--- src/rtl/pcm_fmt_pkg.sv ---
`timescale 1ns/1ps
package pcm_fmt_pkg;

  localparam int FMT_W  = 24;  // aligned sample width fed to slot logic
  localparam int SLOT_W = 32;  // widest slot
  localparam int NARROW = 16;  // narrow slot

  typedef enum logic [1:0] {
    ROUTE_STEREO = 2'd0,
    ROUTE_DUP_L  = 2'd1,
    ROUTE_DUP_R  = 2'd2,
    ROUTE_SWAP   = 2'd3
  } route_e;

  typedef enum logic [1:0] {
    OSR_256 = 2'd0,
    OSR_384 = 2'd1,
    OSR_512 = 2'd2,
    OSR_ALT = 2'd3
  } osr_e;

  typedef struct packed {
    logic       slot32;
    logic [1:0] dwidth;
    logic       rjust;
    logic       lsb_first;
  } slot_cfg_t;

  // round(2^frac * 10^(-n/20)), evaluated at elaboration
  function automatic int unsigned gain_coef(int n, int frac);
    real r;
    r = (2.0 ** frac) * (10.0 ** ((0.0 - n) / 20.0));
    return $rtoi(r + 0.5);
  endfunction

endpackage

--- src/rtl/pcm_fmt_timing.sv ---
`timescale 1ns/1ps
module pcm_fmt_timing #(
  parameter int TICK_W = 4,
  parameter int BIT_W  = 6
) (
  input  logic       clk_i,
  input  logic       rst_ni,
  input  logic       slot32_i,
  input  logic [1:0] osr_i,
  output logic       bclk_o,
  output logic       ws_o,
  output logic       adv_o,
  output logic       load_o
);
  import pcm_fmt_pkg::*;

  logic [TICK_W-1:0] tick_q, half;
  logic              phase_q, ws_q;
  logic [BIT_W-1:0]  bit_q, nbit, last, slot_bits;
  logic              slot32_q;
  osr_e              osr_q;
  logic              tick_end;

  // half bit period in master cycles = ratio / (4 * slot bits)
  function automatic logic [TICK_W-1:0] half_f(logic s32, osr_e osr);
    logic [TICK_W-1:0] base;
    unique case (osr)
      OSR_384: base = TICK_W'(3);
      OSR_512: base = TICK_W'(4);
      default: base = TICK_W'(2);
    endcase
    return s32 ? base : (base << 1);
  endfunction

  always_comb begin
    half      = half_f(slot32_q, osr_q);
    tick_end  = (tick_q == half - TICK_W'(1));
    adv_o     = tick_end & phase_q;
    last      = slot32_q ? BIT_W'(2*SLOT_W-1) : BIT_W'(2*NARROW-1);
    slot_bits = slot32_q ? BIT_W'(SLOT_W) : BIT_W'(NARROW);
    load_o    = adv_o & (bit_q == last);
    nbit      = load_o ? '0 : bit_q + BIT_W'(1);
  end

  always_ff @(posedge clk_i or negedge rst_ni) begin
    if (!rst_ni) begin
      tick_q   <= '0;
      phase_q  <= 1'b0;
      bit_q    <= '0;
      ws_q     <= 1'b0;
      slot32_q <= 1'b1;
      osr_q    <= OSR_256;
    end else begin
      tick_q <= tick_end ? '0 : tick_q + TICK_W'(1);
      if (tick_end) phase_q <= ~phase_q;
      if (adv_o) begin
        bit_q <= nbit;
        ws_q  <= (nbit >= slot_bits);
      end
      if (load_o) begin
        slot32_q <= slot32_i;
        osr_q    <= osr_e'(osr_i);
      end
    end
  end

  assign bclk_o = phase_q;
  assign ws_o   = ws_q;

endmodule

--- src/rtl/pcm_fmt_gain.sv ---
`timescale 1ns/1ps
module pcm_fmt_gain #(
  parameter int SAMPLE_W = 24,
  parameter int GAIN_W   = 16,
  parameter int ATT_W    = 8,
  parameter int MAX_ATT  = 96
) (
  input  logic [SAMPLE_W-1:0]      left_i,
  input  logic [SAMPLE_W-1:0]      right_i,
  input  logic [1:0]               route_i,
  input  logic [ATT_W-1:0]         att_l_i,
  input  logic [ATT_W-1:0]         att_r_i,
  output logic [1:0][SAMPLE_W-1:0] out_o
);
  import pcm_fmt_pkg::*;

  localparam int FRAC   = GAIN_W - 1;
  localparam int IDX_W  = $clog2(MAX_ATT + 1);
  localparam int PROD_W = SAMPLE_W + GAIN_W + 1;

  logic [GAIN_W-1:0] gain_tbl [MAX_ATT+1];

  for (genvar g = 0; g <= MAX_ATT; g++) begin : g_tbl
    localparam int unsigned COEF = gain_coef(g, FRAC);
    assign gain_tbl[g] = GAIN_W'(COEF);
  end

  route_e route;
  assign route = route_e'(route_i);

  for (genvar ch = 0; ch < 2; ch++) begin : g_ch
    logic [SAMPLE_W-1:0]      src;
    logic [ATT_W-1:0]         att_raw;
    logic [IDX_W-1:0]         idx;
    logic signed [PROD_W-1:0] prod, scaled;

    always_comb begin
      if (ch == 0)
        src = (route == ROUTE_STEREO || route == ROUTE_DUP_L) ? left_i : right_i;
      else
        src = (route == ROUTE_STEREO || route == ROUTE_DUP_R) ? right_i : left_i;
      att_raw = (ch == 0) ? att_l_i : att_r_i;
      idx     = (att_raw > ATT_W'(MAX_ATT)) ? IDX_W'(MAX_ATT) : IDX_W'(att_raw);
      prod    = PROD_W'($signed(src)) * $signed({1'b0, gain_tbl[idx]});
      scaled  = prod >>> FRAC;
      out_o[ch] = scaled[SAMPLE_W-1:0];
    end
  end

endmodule

--- src/rtl/pcm_fmt_slot.sv ---
`timescale 1ns/1ps
module pcm_fmt_slot #(
  parameter int SAMPLE_W = 24
) (
  input  logic [1:0][SAMPLE_W-1:0]          sample_i,
  input  pcm_fmt_pkg::slot_cfg_t            cfg_i,
  output logic [2*pcm_fmt_pkg::SLOT_W-1:0]  frame_o
);
  import pcm_fmt_pkg::*;

  function automatic logic [SLOT_W-1:0] slot_word(logic [FMT_W-1:0] s, slot_cfg_t c);
    int w;
    w = (c.dwidth == 2'd3) ? 24 : 16 + 2 * int'(c.dwidth);
    if (!c.slot32) return {16'h0, s[FMT_W-1 -: NARROW]};
    if (c.rjust)   return {8'h0, s} >> (FMT_W - w);
    return {s, 8'h0} & ~(32'hFFFF_FFFF >> w);
  endfunction

  // bit k of the result is the k-th bit on the line
  function automatic logic [SLOT_W-1:0] tx_order(logic [SLOT_W-1:0] v, slot_cfg_t c);
    logic [SLOT_W-1:0] t;
    t = '0;
    for (int k = 0; k < SLOT_W; k++) begin
      if (c.lsb_first)   t[k] = v[k];
      else if (c.slot32) t[k] = v[SLOT_W-1-k];
      else if (k < NARROW) t[k] = v[NARROW-1-k];
    end
    return t;
  endfunction

  logic [1:0][SLOT_W-1:0] tx;

  for (genvar ch = 0; ch < 2; ch++) begin : g_ch
    logic [FMT_W-1:0] top_bits;
    assign top_bits = sample_i[ch][SAMPLE_W-1 -: FMT_W];
    assign tx[ch]   = tx_order(slot_word(top_bits, cfg_i), cfg_i);
  end

  assign frame_o = cfg_i.slot32 ? {tx[1], tx[0]}
                                : {32'h0, tx[1][NARROW-1:0], tx[0][NARROW-1:0]};

endmodule

--- src/rtl/pcm_out_fmt.sv ---
`timescale 1ns/1ps
module pcm_out_fmt #(
  parameter int SAMPLE_W = 24,
  parameter int GAIN_W   = 16,
  parameter int ATT_W    = 8,
  parameter int MAX_ATT  = 96,
  parameter int TICK_W   = 4
) (
  input  logic                clk_i,
  input  logic                rst_ni,
  input  logic                valid_i,
  output logic                ready_o,
  input  logic [SAMPLE_W-1:0] left_i,
  input  logic [SAMPLE_W-1:0] right_i,
  input  logic                slot32_i,
  input  logic [1:0]          osr_i,
  input  logic [1:0]          dwidth_i,
  input  logic                rjust_i,
  input  logic                lsb_first_i,
  input  logic [1:0]          route_i,
  input  logic [ATT_W-1:0]    att_l_i,
  input  logic [ATT_W-1:0]    att_r_i,
  input  logic                mute_i,
  output logic                bclk_o,
  output logic                ws_o,
  output logic                sdo_o,
  output logic                underrun_o
);
  import pcm_fmt_pkg::*;

  localparam int FRAME_W = 2 * SLOT_W;
  localparam int BIT_W   = $clog2(FRAME_W);

  logic                      adv, load;
  logic [SAMPLE_W-1:0]       pair_l_q, pair_r_q, sel_l, sel_r;
  logic [1:0][SAMPLE_W-1:0]  scaled;
  logic [FRAME_W-1:0]        frame_next, shreg_q;
  slot_cfg_t                 cfg;
  logic                      sdo_q, underrun_q;

  pcm_fmt_timing #(.TICK_W(TICK_W), .BIT_W(BIT_W)) u_timing (
    .clk_i    (clk_i),
    .rst_ni   (rst_ni),
    .slot32_i (slot32_i),
    .osr_i    (osr_i),
    .bclk_o   (bclk_o),
    .ws_o     (ws_o),
    .adv_o    (adv),
    .load_o   (load)
  );

  // fresh pair if offered, otherwise repeat the last one
  assign sel_l = valid_i ? left_i  : pair_l_q;
  assign sel_r = valid_i ? right_i : pair_r_q;

  pcm_fmt_gain #(
    .SAMPLE_W (SAMPLE_W),
    .GAIN_W   (GAIN_W),
    .ATT_W    (ATT_W),
    .MAX_ATT  (MAX_ATT)
  ) u_gain (
    .left_i  (sel_l),
    .right_i (sel_r),
    .route_i (route_i),
    .att_l_i (att_l_i),
    .att_r_i (att_r_i),
    .out_o   (scaled)
  );

  assign cfg = '{slot32: slot32_i, dwidth: dwidth_i, rjust: rjust_i,
                 lsb_first: lsb_first_i};

  pcm_fmt_slot #(.SAMPLE_W(SAMPLE_W)) u_slot (
    .sample_i (scaled),
    .cfg_i    (cfg),
    .frame_o  (frame_next)
  );

  always_ff @(posedge clk_i or negedge rst_ni) begin
    if (!rst_ni) begin
      pair_l_q   <= '0;
      pair_r_q   <= '0;
      shreg_q    <= '0;
      sdo_q      <= 1'b0;
      underrun_q <= 1'b0;
    end else if (load) begin
      shreg_q    <= frame_next >> 1;
      sdo_q      <= ~mute_i & frame_next[0];
      underrun_q <= ~valid_i;
      if (valid_i) begin
        pair_l_q <= left_i;
        pair_r_q <= right_i;
      end
    end else if (adv) begin
      shreg_q <= shreg_q >> 1;
      sdo_q   <= ~mute_i & shreg_q[0];
    end
  end

  assign ready_o    = load;
  assign sdo_o      = sdo_q;
  assign underrun_o = underrun_q;

endmodule

--- config.mk ---
export PLATFORM = sky130hd
export DESIGN_NAME = pcm_out_fmt
export DESIGN_NICKNAME = d
export VERILOG_FILES = /design/src/rtl/pcm_fmt_pkg.sv /design/src/rtl/pcm_fmt_timing.sv /design/src/rtl/pcm_fmt_gain.sv /design/src/rtl/pcm_fmt_slot.sv /design/src/rtl/pcm_out_fmt.sv
export SDC_FILE = /design/constraint.sdc
export NUM_CORES = 2
export LEC_CHECK = 0
export BUFFER_PORTS_ARGS = -buffer_cell sky130_fd_sc_hd__buf_2
export CORE_MARGIN = 3
export CORE_UTILIZATION = 40
export DETAILED_ROUTE_END_ITERATION = 12
export SYNTH_ARGS = -nofsm -noshare
export SYNTH_HDL_FRONTEND = slang
export SYNTH_HIERARCHICAL = 1
export SYNTH_SLANG_ARGS = --single-unit
--- constraint.sdc ---
create_clock -name clk_i -period 15.59 [get_ports clk_i]
set_input_delay 0.7795 -clock clk_i [delete_from_list [all_inputs] [get_ports clk_i]]
set_output_delay 0.7795 -clock clk_i [all_outputs]
set_load 0.01 [all_outputs]
==> impl_results.html <==
<table>
<tr><th>Metric</th><th>Value</th></tr>
<tr><th colspan="2">Synth</th></tr>
<tr><td>Ranking of synthesized cells by instance count</td><td>inv_1 (860), fa_1 (726), nand2_1 (558), nor2_1 (481), ha_1 (221)</td></tr>
<tr><td>Synth area leader</td><td>fa_1</td></tr>
<tr><td>Number of distinct library cells after synthesis</td><td>108</td></tr>
<tr><td>Most used DFF post-synth</td><td>dfrtp_1</td></tr>
<tr><td>Most repeated cell in the gate-level netlist after synthesis</td><td>inv_1</td></tr>
<tr><td>Multiplexer fraction of the synthesized cell area</td><td>10.2%</td></tr>
<tr><td>Synthesized-area fraction occupied by adder cells</td><td>44.1%</td></tr>
<tr><td>Number of standard cells after synthesis</td><td>4494</td></tr>
<tr><td>Avg Cell Area, Syn</td><td>8.73 um2</td></tr>
<tr><td>Top-area cell type share of the netlist area</td><td>37.1%</td></tr>
<tr><td>Synthesized netlist net count</td><td>5518</td></tr>
<tr><td>Post-synthesis cell area</td><td>39200 um2</td></tr>
<tr><td>Main combinational cell family by area after synthesis</td><td>adder cells</td></tr>
<tr><td>Number of storage elements in the synthesis netlist</td><td>128</td></tr>
<tr><td>Simple-Gate Fraction of Synth Area</td><td>14.1%</td></tr>
<tr><td>Most area-consuming cells after synthesis</td><td>fa_1 (37%), inv_1 (8.2%), dfrtp_1 (8.1%)</td></tr>
<tr><td>Compound-gate portion of the synthesized area</td><td>10.1%</td></tr>
<tr><td>Share of synthesized area occupied by flip-flops and latches</td><td>8.17%</td></tr>
<tr><td>Share of synthesized registers carrying an async set or reset</td><td>100%</td></tr>
<tr><td>Post-Synth XOR/XNOR Area</td><td>2.10%</td></tr>
<tr><td>Count of flip-flops with a built-in enable after synthesis</td><td>0</td></tr>
<tr><td>Yosys synthesis warning count</td><td>6</td></tr>
<tr><th colspan="2">Clock network</th></tr>
<tr><td>Number of buffers inserted during clock tree synthesis</td><td>17</td></tr>
<tr><td>Buffer type at the clock tree root</td><td>clkbuf_16</td></tr>
<tr><td>Clock sink count</td><td>128</td></tr>
<tr><td>Post-CTS Setup Repair Bufs</td><td>0</td></tr>
<tr><td>Cts repair resizes</td><td>0</td></tr>
<tr><td>H-tree levels</td><td>4</td></tr>
<tr><td>TritonCTS clock tree</td><td>done</td></tr>
<tr><td>CTS clk-pin slew, worst paths</td><td>70 ps</td></tr>
<tr><td>Number of buffers on the longest clock path</td><td>2</td></tr>
<tr><td>Later-pin clock latency in the skew report</td><td>500 ps</td></tr>
<tr><td>Hold Buf Count CTS</td><td>0</td></tr>
<tr><th colspan="2">GRT</th></tr>
<tr><td>Vias in the first global route</td><td>33400</td></tr>
<tr><td>Antenna violations before repair</td><td>2</td></tr>
<tr><td>All-Layer GR Usage</td><td>24.5%</td></tr>
<tr><td>GRT overflow</td><td>0</td></tr>
<tr><td>Maximum number of pins on one net before global-route repair</td><td>104</td></tr>
<tr><td>First-pass GRT wire length</td><td>194000 um</td></tr>
<tr><th colspan="2">Floorplan</th></tr>
<tr><td>Area of the core</td><td>97000 um2</td></tr>
<tr><td>Vertical die dimension</td><td>319 um</td></tr>
<tr><td>Die X-Extent</td><td>319 um</td></tr>
<tr><td>Die area</td><td>102000 um2</td></tr>
<tr><td>Number of placed I/O pins</td><td>82</td></tr>
<tr><td>Starting utilization of the core area</td><td>40.4%</td></tr>
<tr><td>Row cnt</td><td>114</td></tr>
<tr><th colspan="2">Power</th></tr>
<tr><td>Peak supply drop</td><td>60.0 uV</td></tr>
<tr><td>Areal power density over the cells</td><td>65.6 nW/um2</td></tr>
<tr><td>Leak</td><td>19.9 nW</td></tr>
<tr><th colspan="2">Worst setup path</th></tr>
<tr><td>Kind of cell with the highest combined delay on the critical path</td><td>compound AO/OA/AOI/OAI gates</td></tr>
<tr><td>Dominant cell type by count on the critical path</td><td>fa_1</td></tr>
<tr><td>Crit path DAT</td><td>12840 ps</td></tr>
<tr><td>Buf+Inv Stages, Crit Path</td><td>4</td></tr>
<tr><td>Critical Path Source Type</td><td>input pin</td></tr>
<tr><td>Worst Setup End Kind</td><td>flip-flop</td></tr>
<tr><td>Data required time of the critical path</td><td>15980 ps</td></tr>
<tr><td>Worst-path fanout max</td><td>29</td></tr>
<tr><td>Critical-path cell with the highest stage delay</td><td>ha_1</td></tr>
<tr><td>Worst stage delay on the critical path</td><td>850 ps</td></tr>
<tr><td>Critical path class</td><td>input pin to flip-flop</td></tr>
<tr><th colspan="2">Routing</th></tr>
<tr><td>Detailed-route wire length per cell</td><td>21.3 um</td></tr>
<tr><td>Number of detailed-route iterations in the first pass</td><td>11</td></tr>
<tr><td>Met1 routed wirelength after detailed routing</td><td>51700 um</td></tr>
<tr><td>Detailed-routed wire length on met2</td><td>55600 um</td></tr>
<tr><td>Via Count</td><td>31800</td></tr>
<tr><td>Detailed-routed wire length on met3</td><td>10900 um</td></tr>
<tr><td>Wire length after detailed routing</td><td>122000 um</td></tr>
<tr><td>Post-route ant nets</td><td>0</td></tr>
<tr><td>Vias per Instance</td><td>5.56</td></tr>
<tr><td>Top routing layer in use</td><td>met5</td></tr>
<tr><td>Post-route DRC</td><td>0</td></tr>
<tr><td>Number of DRC violations after detailed-routing iteration 0</td><td>2770</td></tr>
<tr><th colspan="2">Cells and area</th></tr>
<tr><td>Synthesis-to-layout area growth</td><td>5.12%</td></tr>
<tr><td>Share of final-layout standard cells stronger than drive strength 1</td><td>9.93%</td></tr>
<tr><td>Core occupancy in the finished layout</td><td>42.5%</td></tr>
<tr><td>Final nets</td><td>5462</td></tr>
<tr><th colspan="2">Timing</th></tr>
<tr><td>Summed negative setup slack over all endpoints</td><td>0 ps</td></tr>
<tr><td>Transition at the pin with the smallest max-transition slack</td><td>1190 ps</td></tr>
<tr><td>Number of endpoints failing setup at the final stage</td><td>0</td></tr>
<tr><td>Final cycle utilization of the critical path</td><td>79.9%</td></tr>
<tr><td>Clock tree skew after final layout</td><td>32.3 ps</td></tr>
<tr><td>Max-Slew Margin vs Limit</td><td>18.3%</td></tr>
<tr><td>Highest Clock Rate</td><td>0.0803 GHz</td></tr>
<tr><td>RSZ-0062 raised after global routing</td><td>false</td></tr>
<tr><td>Final worst path period need</td><td>12450 ps</td></tr>
<tr><td>Pins over their slew limit</td><td>0</td></tr>
<tr><td>Endpoints failing hold</td><td>0</td></tr>
<tr><th colspan="2">Job</th></tr>
<tr><td>Number of max-capacitance violations reported</td><td>0</td></tr>
<tr><th colspan="2">Run status</th></tr>
<tr><td>Status</td><td>completed</td></tr>
<tr><th colspan="2">Min path</th></tr>
<tr><td>Path category of the worst min-delay check</td><td>input pin to async pin</td></tr>
<tr><th colspan="2">Placement</th></tr>
<tr><td>Placer congestion estimate</td><td>0.928</td></tr>
<tr><td>Number of port buffers</td><td>81</td></tr>
<tr><td>DP HPWL</td><td>95500 um</td></tr>
</table>
-- kinds of logic after synthesis --
family                   after synthesis
adder cells (fa/ha/maj)              947
buffers and inverters               1090
AO/OA/AOI/OAI                        595
XOR/XNOR                              94
multiplexers                         347
flip-flops                           128
AND/OR/NAND/NOR                     1293
-- layout by cell type, fill, tap and decap left out, types with 16 or more instances in the layout --
cell | Yosys | layout
mux2i_1 | 154 | 149
nor2_1 | 481 | 481
a211oi_1 | 27 | 27
mux2_2 | 139 | 139
mux2_4 | 22 | 22
a21o_1 | 20 | 20
fa_1 | 726 | 726
and2_1 | 43 | 42
nand2b_1 | 16 | 16
buf_2 | 80 | 80
a31oi_1 | 27 | 27
ha_1 | 221 | 219
nor3_1 | 32 | 32
dfrtp_1 | 127 | 127
o21ai_0 | 144 | 143
and3_1 | 19 | 19
clkbuf_16 | 0 | 17
xor2_1 | 32 | 32
nand3_1 | 42 | 42
a21oi_1 | 146 | 145
xnor2_1 | 62 | 62
mux4_2 | 17 | 17
inv_1 | 860 | 860
o22ai_1 | 19 | 19
nand2_1 | 558 | 557
a22oi_1 | 25 | 25
nor2b_1 | 22 | 22
buf_4 | 27 | 68
-- routing by layer --
| layer | GRT usage, % | vias to the layer above |
|---|---|---|
| li1 | - | 14100 |
| met1 | 33.6 | 16100 |
| met2 | 39.0 | 1419 |
| met3 | 4.82 | 246 |
| met4 | 8.09 | 2 |
| met5 | 0 | - |
-- worst register-to-register path: cells and delay by family, from the launching register on --
family,cells,cell delay (ps)
AO/OA/AOI/OAI,7,2440
XOR/XNOR,1,780
adder cells (fa/ha/maj),7,3410
buffers and inverters,4,190
flip-flops,1,380
multiplexers,4,1830
AND/OR/NAND/NOR,5,680
-- worst paths after layout --
check | from | slack (ps) | cells after the start | end
min reg2reg | pair_r_q[6] | 500 | 1 | pair_r_q[6]
max | att_r_i[4] | 3140 | 37 | shreg_q[47]
max in group asynchronous | rst_ni | 13930 | 2 | pair_l_q[4]
min in group clk_i | pair_r_q[6] | 500 | 1 | pair_r_q[6]
min | rst_ni | 300 | 1 | u_timing/osr_q[1]
max reg2reg | pair_l_q[8] | 5810 | 28 | shreg_q[47]
-- registers in the layout (all words and copies together), names as in the netlist --
name,cells
u_timing/tick_q,4
u_timing/bclk_o,1
underrun_o,1
pair_l_q,24
u_timing/ws_o,1
shreg_q,63
u_timing/slot32_q,1
sdo_o,1
u_timing/osr_q,2
pair_r_q,24
u_timing/bit_q,6
-- power breakdown --
part / leakage (nW) / switching (mW) / internal, mW / total [mW]
clock: 0.282 / 0.195 / 0.235 / 0.430
combinational: 18.2 / 1.26 / 0.684 / 1.94
sequential: 1.47 / 0.0000954 / 0.332 / 0.332
total: 19.9 / 1.45 / 1.25 / 2.70
-- layout make-up --
| type | instances | area, um2 |
|---|---|---|
| Sequential cell | 128 | 3200 |
| Inverter | 866 | 3250 |
| Antenna cell | 1 | 2.50 |
| Clock inverter | 12 | 121 |
| Timing Repair Buffer | 149 | 922 |
| Multi-Input combinational cell | 3276 | 31700 |
| Fill cell | 9743 | 55800 |
| Tap cell | 1276 | 1600 |
| Clock buffer | 20 | 467 |
-- through the flow --
step | worst slack [ps] | cell area, um2 | instances | hold WS (ps) | total power [mW]
after floorplan | 5950 | 39200 | 4494 | 475 | 1.65
after CTS | 3330 | 41200 | 5727 | 310 | 2.68
after global routing | 2590 | 41200 | 5727 | 355 | 2.90
after global placement | 2810 | 40600 | 5695 | 482 | 2.22
after detailed placement | 2870 | 40600 | 5695 | 491 | 2.23
final | 3140 | 41200 | 5728 | 299 | 2.70
No activity file was read; power rests on OpenSTA's default activity.
